File: src/rtl/tdr_pkg.sv
package tdr_pkg;
  typedef struct packed {
    logic busy;
    logic loadByte;
    logic advance;
  } tdr_strobe_t;

  typedef enum logic [1:0] {ST_IDLE, ST_FETCH, ST_WRITE} tdr_state_t;

  localparam logic [2:0] OFF_CMD   = 3'd0;
  localparam logic [2:0] OFF_CNT   = 3'd2;
  localparam logic [2:0] OFF_ADDR  = 3'd4;
  localparam int         GO_BIT    = 0;
  localparam int         FUNC_LSB  = 1;
  localparam int         FUNC_W    = 3;
  localparam int         READY_BIT = 7;
  localparam int         DENS_LSB  = 13;
  localparam int         DENS_W    = 2;
  localparam logic [FUNC_W-1:0] FUNC_READ = 3'b001;
endpackage

File: src/rtl/tdr_datapath.sv
module tdr_datapath
  import tdr_pkg::*;
#(
  parameter int DW = 16,
  parameter int BW = 8
) (
  input  logic          clk,
  input  logic          rstN,
  input  logic [2:0]    regAddr,
  input  logic          regWrEn,
  input  logic [DW-1:0] regWrData,
  input  tdr_strobe_t   strb,
  input  logic          readyIn,
  input  logic [BW-1:0] tapeData,
  input  logic          tapeLast,
  output logic [DW-1:0] regRdData,
  output logic [DW-1:0] curAddr,
  output logic [DW-1:0] curCnt,
  output logic [BW-1:0] byteOut,
  output logic          lastFlag,
  output logic          cntZero,
  output logic          cntLast
);
  logic [FUNC_W-1:0] funcReg;
  logic [DENS_W-1:0] densReg;
  logic [DW-1:0]     addrReg;
  logic [DW-1:0]     cntReg;
  logic [BW-1:0]     byteReg;
  logic              lastReg;
  logic              hostWr;

  assign hostWr = regWrEn && !strb.busy;

  always_ff @(posedge clk) begin
    if (!rstN) begin
      funcReg <= '0;
      densReg <= '0;
      addrReg <= '0;
      cntReg  <= '0;
      byteReg <= '0;
      lastReg <= 1'b0;
    end else begin
      if (hostWr) begin
        case (regAddr)
          OFF_CMD: begin
            funcReg <= regWrData[FUNC_LSB +: FUNC_W];
            densReg <= regWrData[DENS_LSB +: DENS_W];
          end
          OFF_CNT:  cntReg  <= regWrData;
          OFF_ADDR: addrReg <= regWrData;
          default: ;
        endcase
      end
      if (strb.loadByte) begin
        byteReg <= tapeData;
        lastReg <= tapeLast;
      end
      if (strb.advance) begin
        addrReg <= addrReg + DW'(1);
        cntReg  <= cntReg + DW'(1);
      end
    end
  end

  always_comb begin
    regRdData = '0;
    case (regAddr)
      OFF_CMD: begin
        regRdData[FUNC_LSB +: FUNC_W] = funcReg;
        regRdData[DENS_LSB +: DENS_W] = densReg;
        regRdData[READY_BIT]          = readyIn;
      end
      OFF_CNT:  regRdData = cntReg;
      OFF_ADDR: regRdData = addrReg;
      default:  regRdData = '0;
    endcase
  end

  assign curAddr  = addrReg;
  assign curCnt   = cntReg;
  assign byteOut  = byteReg;
  assign lastFlag = lastReg;
  assign cntZero  = (cntReg == '0);
  assign cntLast  = (cntReg == '1);

  // host writes during a transfer leave address and counter alone
  assert_ignore_busy_R10: assert property (@(posedge clk) disable iff (!rstN)
    (strb.busy && regWrEn && !strb.advance) |=> ($stable(addrReg) && $stable(cntReg)));
endmodule

File: src/rtl/tdr_control.sv
module tdr_control
  import tdr_pkg::*;
(
  input  logic        clk,
  input  logic        rstN,
  input  logic [2:0]  regAddr,
  input  logic        regWrEn,
  input  logic [3:0]  cmdLow,
  input  logic        tapeValid,
  input  logic        dmaReady,
  input  logic        cntZero,
  input  logic        cntLast,
  input  logic        lastFlag,
  output tdr_strobe_t strb,
  output logic        tapeReady,
  output logic        dmaValid,
  output logic        ready
);
  tdr_state_t state, stateNext;
  logic       goRead;

  assign goRead = regWrEn && (regAddr == OFF_CMD) && cmdLow[GO_BIT]
                  && (cmdLow[FUNC_LSB +: FUNC_W] == FUNC_READ);

  always_comb begin
    stateNext     = state;
    strb.busy     = (state != ST_IDLE);
    strb.loadByte = 1'b0;
    strb.advance  = 1'b0;
    case (state)
      ST_IDLE:  if (goRead && !cntZero) stateNext = ST_FETCH;
      ST_FETCH: if (tapeValid) begin
        strb.loadByte = 1'b1;
        stateNext     = ST_WRITE;
      end
      ST_WRITE: if (dmaReady) begin
        strb.advance = 1'b1;
        stateNext    = (cntLast || lastFlag) ? ST_IDLE : ST_FETCH;
      end
      default: stateNext = ST_IDLE;
    endcase
  end

  always_ff @(posedge clk) begin
    if (!rstN) state <= ST_IDLE;
    else       state <= stateNext;
  end

  assign tapeReady = (state == ST_FETCH);
  assign dmaValid  = (state == ST_WRITE);
  assign ready     = (state == ST_IDLE);

  // a write of the record's final byte returns the engine to idle
  assert_record_end_R8: assert property (@(posedge clk) disable iff (!rstN)
    (dmaValid && dmaReady && lastFlag) |=> ready);
endmodule

File: src/rtl/tape_dma_reader.sv
module tape_dma_reader
  import tdr_pkg::*;
#(
  parameter int DW = 16,
  parameter int BW = 8
) (
  input  logic          clk,
  input  logic          rstN,
  input  logic [2:0]    regAddr,
  input  logic          regWrEn,
  input  logic [DW-1:0] regWrData,
  output logic [DW-1:0] regRdData,
  input  logic          tapeValid,
  input  logic [BW-1:0] tapeData,
  input  logic          tapeLast,
  output logic          tapeReady,
  output logic          dmaValid,
  output logic [DW-1:0] dmaAddr,
  output logic [BW-1:0] dmaData,
  input  logic          dmaReady
);
  tdr_strobe_t   strb;
  logic          ready, cntZero, cntLast, lastFlag;
  logic [DW-1:0] curAddr, curCnt;
  logic          startCmd;

  tdr_control u_ctrl (
    .clk(clk), .rstN(rstN), .regAddr(regAddr), .regWrEn(regWrEn),
    .cmdLow(regWrData[3:0]), .tapeValid(tapeValid), .dmaReady(dmaReady),
    .cntZero(cntZero), .cntLast(cntLast), .lastFlag(lastFlag),
    .strb(strb), .tapeReady(tapeReady), .dmaValid(dmaValid), .ready(ready)
  );

  tdr_datapath #(.DW(DW), .BW(BW)) u_dp (
    .clk(clk), .rstN(rstN), .regAddr(regAddr), .regWrEn(regWrEn),
    .regWrData(regWrData), .strb(strb), .readyIn(ready),
    .tapeData(tapeData), .tapeLast(tapeLast), .regRdData(regRdData),
    .curAddr(curAddr), .curCnt(curCnt), .byteOut(dmaData),
    .lastFlag(lastFlag), .cntZero(cntZero), .cntLast(cntLast)
  );

  assign dmaAddr = curAddr;

  assign startCmd = regWrEn && (regAddr == OFF_CMD) && regWrData[GO_BIT]
                    && (regWrData[FUNC_LSB +: FUNC_W] == FUNC_READ) && ready;

  // an accepted read start with a nonzero count drops ready next cycle
  assert_start_busy_R3: assert property (@(posedge clk) disable iff (!rstN)
    (startCmd && (curCnt != '0)) |=> !ready);
  // a read start with a zero count keeps the engine idle
  assert_zero_count_R9: assert property (@(posedge clk) disable iff (!rstN)
    (startCmd && (curCnt == '0)) |=> ready);
  // a stalled write holds its address and data
  assert_hold_write_R5: assert property (@(posedge clk) disable iff (!rstN)
    (dmaValid && !dmaReady) |=> (dmaValid && $stable(dmaAddr) && $stable(dmaData)));
  // an accepted write steps address and counter by one
  assert_step_R6: assert property (@(posedge clk) disable iff (!rstN)
    (dmaValid && dmaReady) |=> ((curAddr == $past(dmaAddr) + DW'(1))
                                && (curCnt == $past(curCnt) + DW'(1))));
  // the write that reaches a zero count ends the transfer
  assert_count_end_R7: assert property (@(posedge clk) disable iff (!rstN)
    (dmaValid && dmaReady && (curCnt == '1)) |=> (ready && (curCnt == '0)));
  // never ask for a byte while one is waiting to be written
  assert_one_byte_R11: assert property (@(posedge clk) disable iff (!rstN)
    !(tapeReady && dmaValid));
endmodule

File: config.mk
export PLATFORM = sky130hd
export DESIGN_NAME = tape_dma_reader
export DESIGN_NICKNAME = d
export VERILOG_FILES = /design/src/rtl/tdr_pkg.sv /design/src/rtl/tdr_datapath.sv /design/src/rtl/tdr_control.sv /design/src/rtl/tape_dma_reader.sv
export SDC_FILE = /design/constraint.sdc
export NUM_CORES = 1
export LEC_CHECK = 0
export BUFFER_PORTS_ARGS = -buffer_cell sky130_fd_sc_hd__buf_2
export CAP_MARGIN = 20
export CELL_PAD_IN_SITES_DETAIL_PLACEMENT = 0
export CELL_PAD_IN_SITES_GLOBAL_PLACEMENT = 1
export CORE_MARGIN = 1
export CORE_UTILIZATION = 41
export DETAILED_ROUTE_END_ITERATION = 8
export GPL_TIMING_DRIVEN = 0
export PLACE_DENSITY = 0.95
export SYNTH_ARGS = -nofsm -noshare
export SYNTH_HDL_FRONTEND = slang
export SYNTH_HIERARCHICAL = 1
export SYNTH_SLANG_ARGS = --single-unit
File: constraint.sdc
create_clock -name clk -period 3.05 [get_ports clk]
set_input_delay 0.1525 -clock clk [delete_from_list [all_inputs] [get_ports clk]]
set_output_delay 0.1525 -clock clk [all_outputs]
set_load 0.01 [all_outputs]
==> flow_summary.json, run 1 <==
{
  "leakage_nw": 1.32,
  "path_class": "flip-flop to flip-flop",
  "synth_cells": 370,
  "final_cell_mix": "buf_2, dfxtp_1, nor2_1",
  "dr.pass1.iters": 6,
  "cpMaxStageDelayCell": "buf_1",
  "dieArea_um2": 7300,
  "period_share_pct": 79.9,
  "syn-num-nets": 406,
  "design_power_total_w": 0.00129,
  "outcome": "complete, no violations",
  "clock_latency_ps": 320,
  "max_freq_mhz": 410,
  "use_met2_pct": 42.5,
  "skew_ps": 5.31,
  "clk_pin_slew_worst_paths_ps": 90,
  "start_util_pct": 42.2,
  "antenna_found_initial": 0,
  "cts_hold_buf": 0,
  "root_buffer": "clkbuf_8",
  "num_rows": 30,
  "tns_ps": 0,
  "top_usage_layer": "met2",
  "seq_area_frac_synth_pct": 33.7,
  "grt_pass1_vias": 2993,
  "dp_hpwl_um": 7140,
  "min_period_ps": 2440,
  "syn_area_um2": 2850,
  "core_um2": 6760,
  "fillers": 671,
  "h-tree-depth": 2,
  "hold_class": "primary input to flip-flop",
  "drt_wl_total_um": 9650,
  "ys_warn_count": 6,
  "area_delta_synth_final_pct": 20.4,
  "layout_commonest_cell": "buf_2",
  "via_per_inst": 6.21,
  "synth_seq_cells": 48,
  "ir_worst_vdd_mv": 0.191,
  "cts-resized-gates": 0,
  "die_w_um": 85.4,
  "drv_slew": 0,
  "cts_setup_buffers": 0,
  "grt_pass1_wl_um": 15000,
  "grtUsageMet1_pct": 36.4,
  "slew_headroom_pct": 59.0,
  "arrival_ps": 2660,
  "drtIter0Drc": 307,
  "cap_violations": 0,
  "final_core_util_pct": 50.9,
  "cts_tree": "yes",
  "grt.total_usage_pct": 26.3,
  "worstMarginPinSlew_ps": 614,
  "setup_viol": 0,
  "vias": 3306,
  "insertedDiodeCount": 0,
  "crit_chain": "inv_2, nor2_1, and2_1, clkbuf_1, buf_1, nand2_1, o32ai_1",
  "ant_nets": 0,
  "critPathMaxStageDelay_ps": 500,
  "portBuffers": 74,
  "worstPathRequired_ps": 3270,
  "dieHeight_um": 85.4,
  "final_nets": 487,
  "grt_max_degree": 16,
  "gp_congestion": 0.934,
  "path_max_fanout": 10,
  "numCtsBuffers": 5,
  "clockBufferDepth": 2,
  "cts.sinks": 48,
  "hold_ws_ps": 65.9,
  "pin_count": 75,
  "syn_area_per_cell_um2": 7.71,
  "gr-total-overflow": 0,
  "ys_types": 51,
  "end_kind": "flip-flop",
  "cp-start-kind": "flip-flop",
  "hold_violations": 0,
  "wl_per_cell_um": 18.1,
  "rsz0062_at_grt": "no",
  "power.density_nw_per_um2": 377,
  "grt_util_met3_pct": 4.28,
  "drc": 0,
  "drive_above_1_share_pct": 22.1
}
[path summary, 6_finish.rpt]
check	from	depth (start not counted)	endpoint	slack, ps
max	u_ctrl/state[1]	7	u_dp/curCnt[6]	610
max reg2reg	u_ctrl/state[1]	7	u_dp/curCnt[6]	610
min reg2reg	u_dp/densReg[0]	2	u_dp/densReg[0]	460
min	tapeData[7]	3	u_dp/byteOut[7]	70
[registers in the layout, indices dropped and copies added, names as in the netlist]
signal	flops
u_dp/curAddr	16
u_dp/byteOut	8
u_dp/funcReg	3
u_dp/densReg	2
u_ctrl/state	2
u_dp/curCnt	16
u_dp/lastFlag	1
[layer usage]
metal / up-vias / wire (um)
li1: 1544 / -
met3: 26 / 943
met4: 0 / 235
met1: 1521 / 4160
met2: 215 / 4310
met5: - / 0
[cells in the mapped netlist, drive strengths merged]
cell type | instances | area [um^2]
dfxtp | 48 | 961
nor2 | 46 | 180
a21oi | 33 | 165
nand2 | 27 | 101
nand3 | 24 | 125
mux2i | 19 | 190
clkbuf | 16 | 61.3
a22oi | 12 | 90.1
buf | 12 | 61.3
nand4 | 12 | 75.1
inv | 10 | 37.5
nor3 | 10 | 50.1
o21ai | 9 | 45.0
a31oi | 7 | 43.8
and4 | 7 | 61.3
o22ai | 7 | 43.8
a211oi | 6 | 45.0
a2bb2oi | 6 | 52.6
nor2b | 6 | 40.0
and3 | 5 | 31.3
nor4 | 5 | 37.5
a311oi | 4 | 35.0
and2 | 3 | 18.8
ha | 3 | 37.5
nor3b | 3 | 22.5
nor4b | 3 | 26.3
o211ai | 3 | 22.5
or3 | 3 | 18.8
or4 | 3 | 22.5
xnor2 | 3 | 26.3
o221ai | 2 | 17.5
o311ai | 2 | 17.5
or2 | 2 | 12.5
a2111oi | 1 | 8.76
a32oi | 1 | 8.76
a41oi | 1 | 8.76
and4bb | 1 | 12.5
clkinv | 1 | 3.75
o21a | 1 | 7.51
o21bai | 1 | 7.51
o32a | 1 | 11.3
o32ai | 1 | 8.76
[cells by family after synthesis]
| group | count (synthesis) | share of synthesized area (%) |
|---|---|---|
| fa+ha+maj | 3 | 1.32 |
| xor+xnor | 3 | 0.921 |
| buf+inv | 39 | 5.74 |
| mux | 19 | 6.66 |
| simple gates | 160 | 29.3 |
| compound gates | 98 | 22.4 |
| flops | 48 | 33.7 |
[power breakdown]
part | internal [W] | switching (W) | leakage, nW
registers | 0.000639 | 0.0000166 | 0.388
logic | 0.0000578 | 0.0000957 | 0.877
clock network | 0.000243 | 0.000243 | 0.0541
total | 0.000939 | 0.000355 | 1.32
[area by class of cell]
cell class / count / area [um^2] / share of cell area (%)
plain buffers: 28 / 123 / 3.57
clock buffers: 5 / 68.8 / 2.00
clock inverters: 3 / 42.5 / 1.24
inverters: 11 / 41.3 / 1.20
multi-input cells: 283 / 1730 / 50.3
flip-flops and latches: 48 / 961 / 28.0
well taps: 80 / 100 / 2.91
repair buffers: 74 / 370 / 10.8
[stage by stage]
stage | std cells | worst slack [ps] | instance area [um^2]
3_5_place_dp | 524 | 725 | 3320
3_3_place_gp | 524 | 753 | 3320
5_1_grt | 532 | 382 | 3440
2_1_floorplan | 370 | 1040 | 2850
6_report | 532 | 613 | 3440
4_1_cts | 532 | 694 | 3440
[worst max-delay path, delay by kind of cell, from the launching register on]
| family | cells | cell delay, ps |
|---|---|---|
| buffers and inverters | 3 | 1020 |
| and+or+nand+nor | 3 | 540 |
| DFF | 1 | 460 |
| AOI/OAI and AO/OA | 1 | 320 |
(Power assumes the default switching activity.)
==> run 2, diff against run 1 <==
--- a/config.mk
+++ b/config.mk
@@ -5,15 +5,16 @@
 export SDC_FILE = /design/constraint.sdc
 export NUM_CORES = 1
 export LEC_CHECK = 0
+export ABC_AREA = 1
 export BUFFER_PORTS_ARGS = -buffer_cell sky130_fd_sc_hd__buf_2
 export CAP_MARGIN = 20
 export CELL_PAD_IN_SITES_DETAIL_PLACEMENT = 0
 export CELL_PAD_IN_SITES_GLOBAL_PLACEMENT = 1
 export CORE_MARGIN = 1
-export CORE_UTILIZATION = 41
+export CORE_UTILIZATION = 33
 export DETAILED_ROUTE_END_ITERATION = 8
 export GPL_TIMING_DRIVEN = 0
-export PLACE_DENSITY = 0.95
+export PLACE_DENSITY = 0.87
 export SYNTH_ARGS = -nofsm -noshare
 export SYNTH_HDL_FRONTEND = slang
 export SYNTH_HIERARCHICAL = 1
==> constraint.sdc (replaced) <==
create_clock -name clk -period 2 [get_ports clk]
set_input_delay 0.1 -clock clk [delete_from_list [all_inputs] [get_ports clk]]
set_output_delay 0.1 -clock clk [all_outputs]
set_load 0.01 [all_outputs]
==> flow_summary.json, run 2 <==
{
  "outcome": "complete, no violations",
  "syn_area_um2": 3240,
  "cp-start-kind": "flip-flop",
  "hold_class": "primary input to flip-flop",
  "cts_tree": "yes",
  "sw_frac_of_total_pct": 27.5,
  "design_power_total_w": 0.00198,
  "final_nets": 656,
  "ir_worst_vdd_mv": 0.320,
  "multi_input_area_um2": 1840,
  "synth_cells": 539,
  "cts-resized-gates": 0,
  "wl_per_cell_um": 14.7,
  "drive_above_1_share_pct": 19.8,
  "synth_ff_type": "dfxtp_1",
  "ys_types": 35,
  "async_flop_share_pct": 0,
  "seqPwrFrac_pct": 50.4,
  "intPower_w": 0.00144,
  "end_kind": "flip-flop",
  "root_buffer": "clkbuf_8",
  "clockBufferDepth": 2,
  "yosysMostFrequentCell": "nand2_1",
  "dp_hpwl_um": 8520,
  "gr-total-overflow": 0,
  "grt_pass1_wl_um": 17500,
  "holdCritStartpoint": "tapeData[3]",
  "layout_commonest_cell": "nand2_1",
  "synthTopCellsByCount": "nand2_1, nor2_1, inv_1, dfxtp_1, nand3_1",
  "h-tree-depth": 2,
  "clk_pin_slew_worst_paths_ps": 100,
  "core_um2": 9370,
  "slew_headroom_pct": 62.6,
  "synth_seq_cells": 48,
  "cap_violations": 0,
  "drt_wl_total_um": 11000,
  "cpMaxStageDelayCell": "dfxtp_1",
  "dieArea_um2": 10200,
  "portBuffers": 74,
  "min_to": "u_dp/byteOut[3]",
  "area_delta_synth_final_pct": 20.0,
  "vias": 3730,
  "num_rows": 35,
  "seq_area_frac_synth_pct": 29.7,
  "cts_hold_buf": 0,
  "p_comb_share_pct": 11.9,
  "r2r_slack_ps": 90,
  "fillers": 1029,
  "path_delay_family": "simple AND/OR/NAND/NOR gates",
  "drv_slew": 0,
  "period_share_pct": 95.3,
  "crit_chain": "ha_1, nand2_1, nor2_1, nand4_1, nor3_1, nor2_1, nand2_1, nand2_1, nand2_1, a21oi_2",
  "clkPwrFrac_pct": 37.7,
  "cts.sinks": 48,
  "timing.rr.start": "u_dp/curCnt[0]",
  "insertedDiodeCount": 0,
  "syn_area_per_cell_um2": 6.01,
  "worstPathRequired_ps": 2210,
  "max_freq_mhz": 524,
  "final_cell_mix": "nand2_1, buf_2, nor2_1",
  "arrival_ps": 2120,
  "gp_congestion": 0.918,
  "rsz0062_at_grt": "no",
  "cp_common_cell": "nand2_1",
  "power.density_nw_per_um2": 511,
  "skew_ps": 6.55,
  "crit_buf_inv": 0,
  "dr.pass1.iters": 5,
  "timing.rr.end": "u_ctrl/state[0]",
  "final_cell_count_no_fill": 750,
  "via_per_inst": 4.97,
  "synth_enable_flop_cells": 0,
  "die_w_um": 101,
  "yosys.area.top_type_share_pct": 29.7,
  "drc": 0,
  "dieHeight_um": 101,
  "reg2reg_depth": 10,
  "hold_violations": 0,
  "syn-num-nets": 575,
  "switching_power_w": 0.000546,
  "ant_nets": 0,
  "leakage_nw": 1.89,
  "seqCellArea_um2": 961,
  "path_max_fanout": 5,
  "antenna_found_initial": 0,
  "path_class": "flip-flop to flip-flop",
  "drtIter0Drc": 405,
  "grt_pass1_vias": 3478,
  "ys_warn_count": 6,
  "numCtsBuffers": 5,
  "grt.total_usage_pct": 22.3,
  "worstMarginPinSlew_ps": 561,
  "place_inst": 742,
  "min_period_ps": 1910,
  "cts_setup_buffers": 0,
  "grt_max_degree": 17,
  "synthTopCellsByArea": "dfxtp_1, nand2_1, nor2_1",
  "pin_count": 75,
  "clock_latency_ps": 310,
  "min_path_cells": 3,
  "critPathMaxStageDelay_ps": 420,
  "hold_ws_ps": 14.6,
  "tns_ps": 0,
  "start_util_pct": 34.6,
  "setup_viol": 0,
  "yosysTopAreaCell": "dfxtp_1"
}
## run 2: cell types whose count changed in the layout (fill, tap and decap cells not counted), moves of 7 or more
cell,previous run,this run
nand3_1,23,45
o21ai_0,9,42
inv_1,9,78
and4_1,7,0
nand2_1,27,132
nand4_1,12,5
clkbuf_1,15,3
nor2_1,45,79
a22oi_1,12,1
mux2i_1,19,0
a21oi_1,33,26
## run 2: logic make-up (layout without fill, tap and decap cells)
| logic type | count (synthesis) | in the layout | share of synthesized area [%] |
|---|---|---|---|
| simple gates | 286 | 286 | 38.9 |
| buf+inv | 105 | 187 | 13.5 |
| compound gates | 96 | 96 | 16.4 |
| flops | 48 | 48 | 29.7 |
| fa+ha+maj | 3 | 3 | 1.16 |
| xor+xnor | 1 | 1 | 0.271 |
## run 2: routing by layer
metal | part of all wire, % | up-vias | track usage [%]
met5 | 0 | - | 0
met4 | 0.97 | 0 | 4.68
met3 | 8.9 | 10 | 3.33
met2 | 45 | 171 | 35.7
met1 | 45 | 1683 | 31.6
li1 | - | 1866 | -
## run 2: worst reg2reg max path, delay by kind of cell, from the launching register on
family,cells,cell delay (ps)
AO/OA/AOI/OAI,1,50
flip-flops,1,420
AND/OR/NAND/NOR,8,1130
adder cells (fa/ha/maj),1,220
## run 2: per-stage QoR
| stage | instance area [um^2] | util (%) | setup WS, ps |
|---|---|---|---|
| CTS | 3880 | 41.5 | 148 |
| global route | 3880 | 41.5 | 31.8 |
| finish | 3880 | 41.5 | 93.1 |
| floorplan | 3240 | - | 570 |
| global placement | 3770 | 40.2 | 219 |
| detailed placement | 3770 | 40.2 | 171 |
## run 2: worst max path at each step
stage / startpoint / to / slack, ps / cells past startpoint
after CTS: u_dp/curCnt[0] / u_ctrl/state[0] / 150 / 10
final: u_dp/curCnt[0] / u_ctrl/state[0] / 90 / 10
after global routing: u_dp/curCnt[1] / u_ctrl/state[0] / 30 / 10
after detailed placement: u_dp/curCnt[0] / u_ctrl/state[0] / 170 / 10
after global placement: u_dp/curCnt[0] / u_ctrl/state[0] / 220 / 10
after floorplan: u_ctrl/state[0] / u_dp/byteOut[4] / 570 / 8
## run 2: power by group through the flow
| stage | registers (W) | logic, W | clock network [W] |
|---|---|---|---|
| detailed placement | 0.00102 | 0.000232 | 0 |
| global placement | 0.00102 | 0.000230 | 0 |
| finish | 0.000999 | 0.000236 | 0.000748 |
| global route | 0.00100 | 0.000262 | 0.000802 |
| CTS | 0.000999 | 0.000233 | 0.000773 |
| floorplan | 0.00102 | 0.000131 | 0 |
## run 2: layout make-up
type	count	share of cell area, %
plain buffers	17	2.71
clock buffers	5	1.77
clock inverters	3	1.19
inverters	88	8.57
multi-input cells	386	47.3
flip-flops and latches	48	24.7
well taps	129	4.15
repair buffers	74	9.53
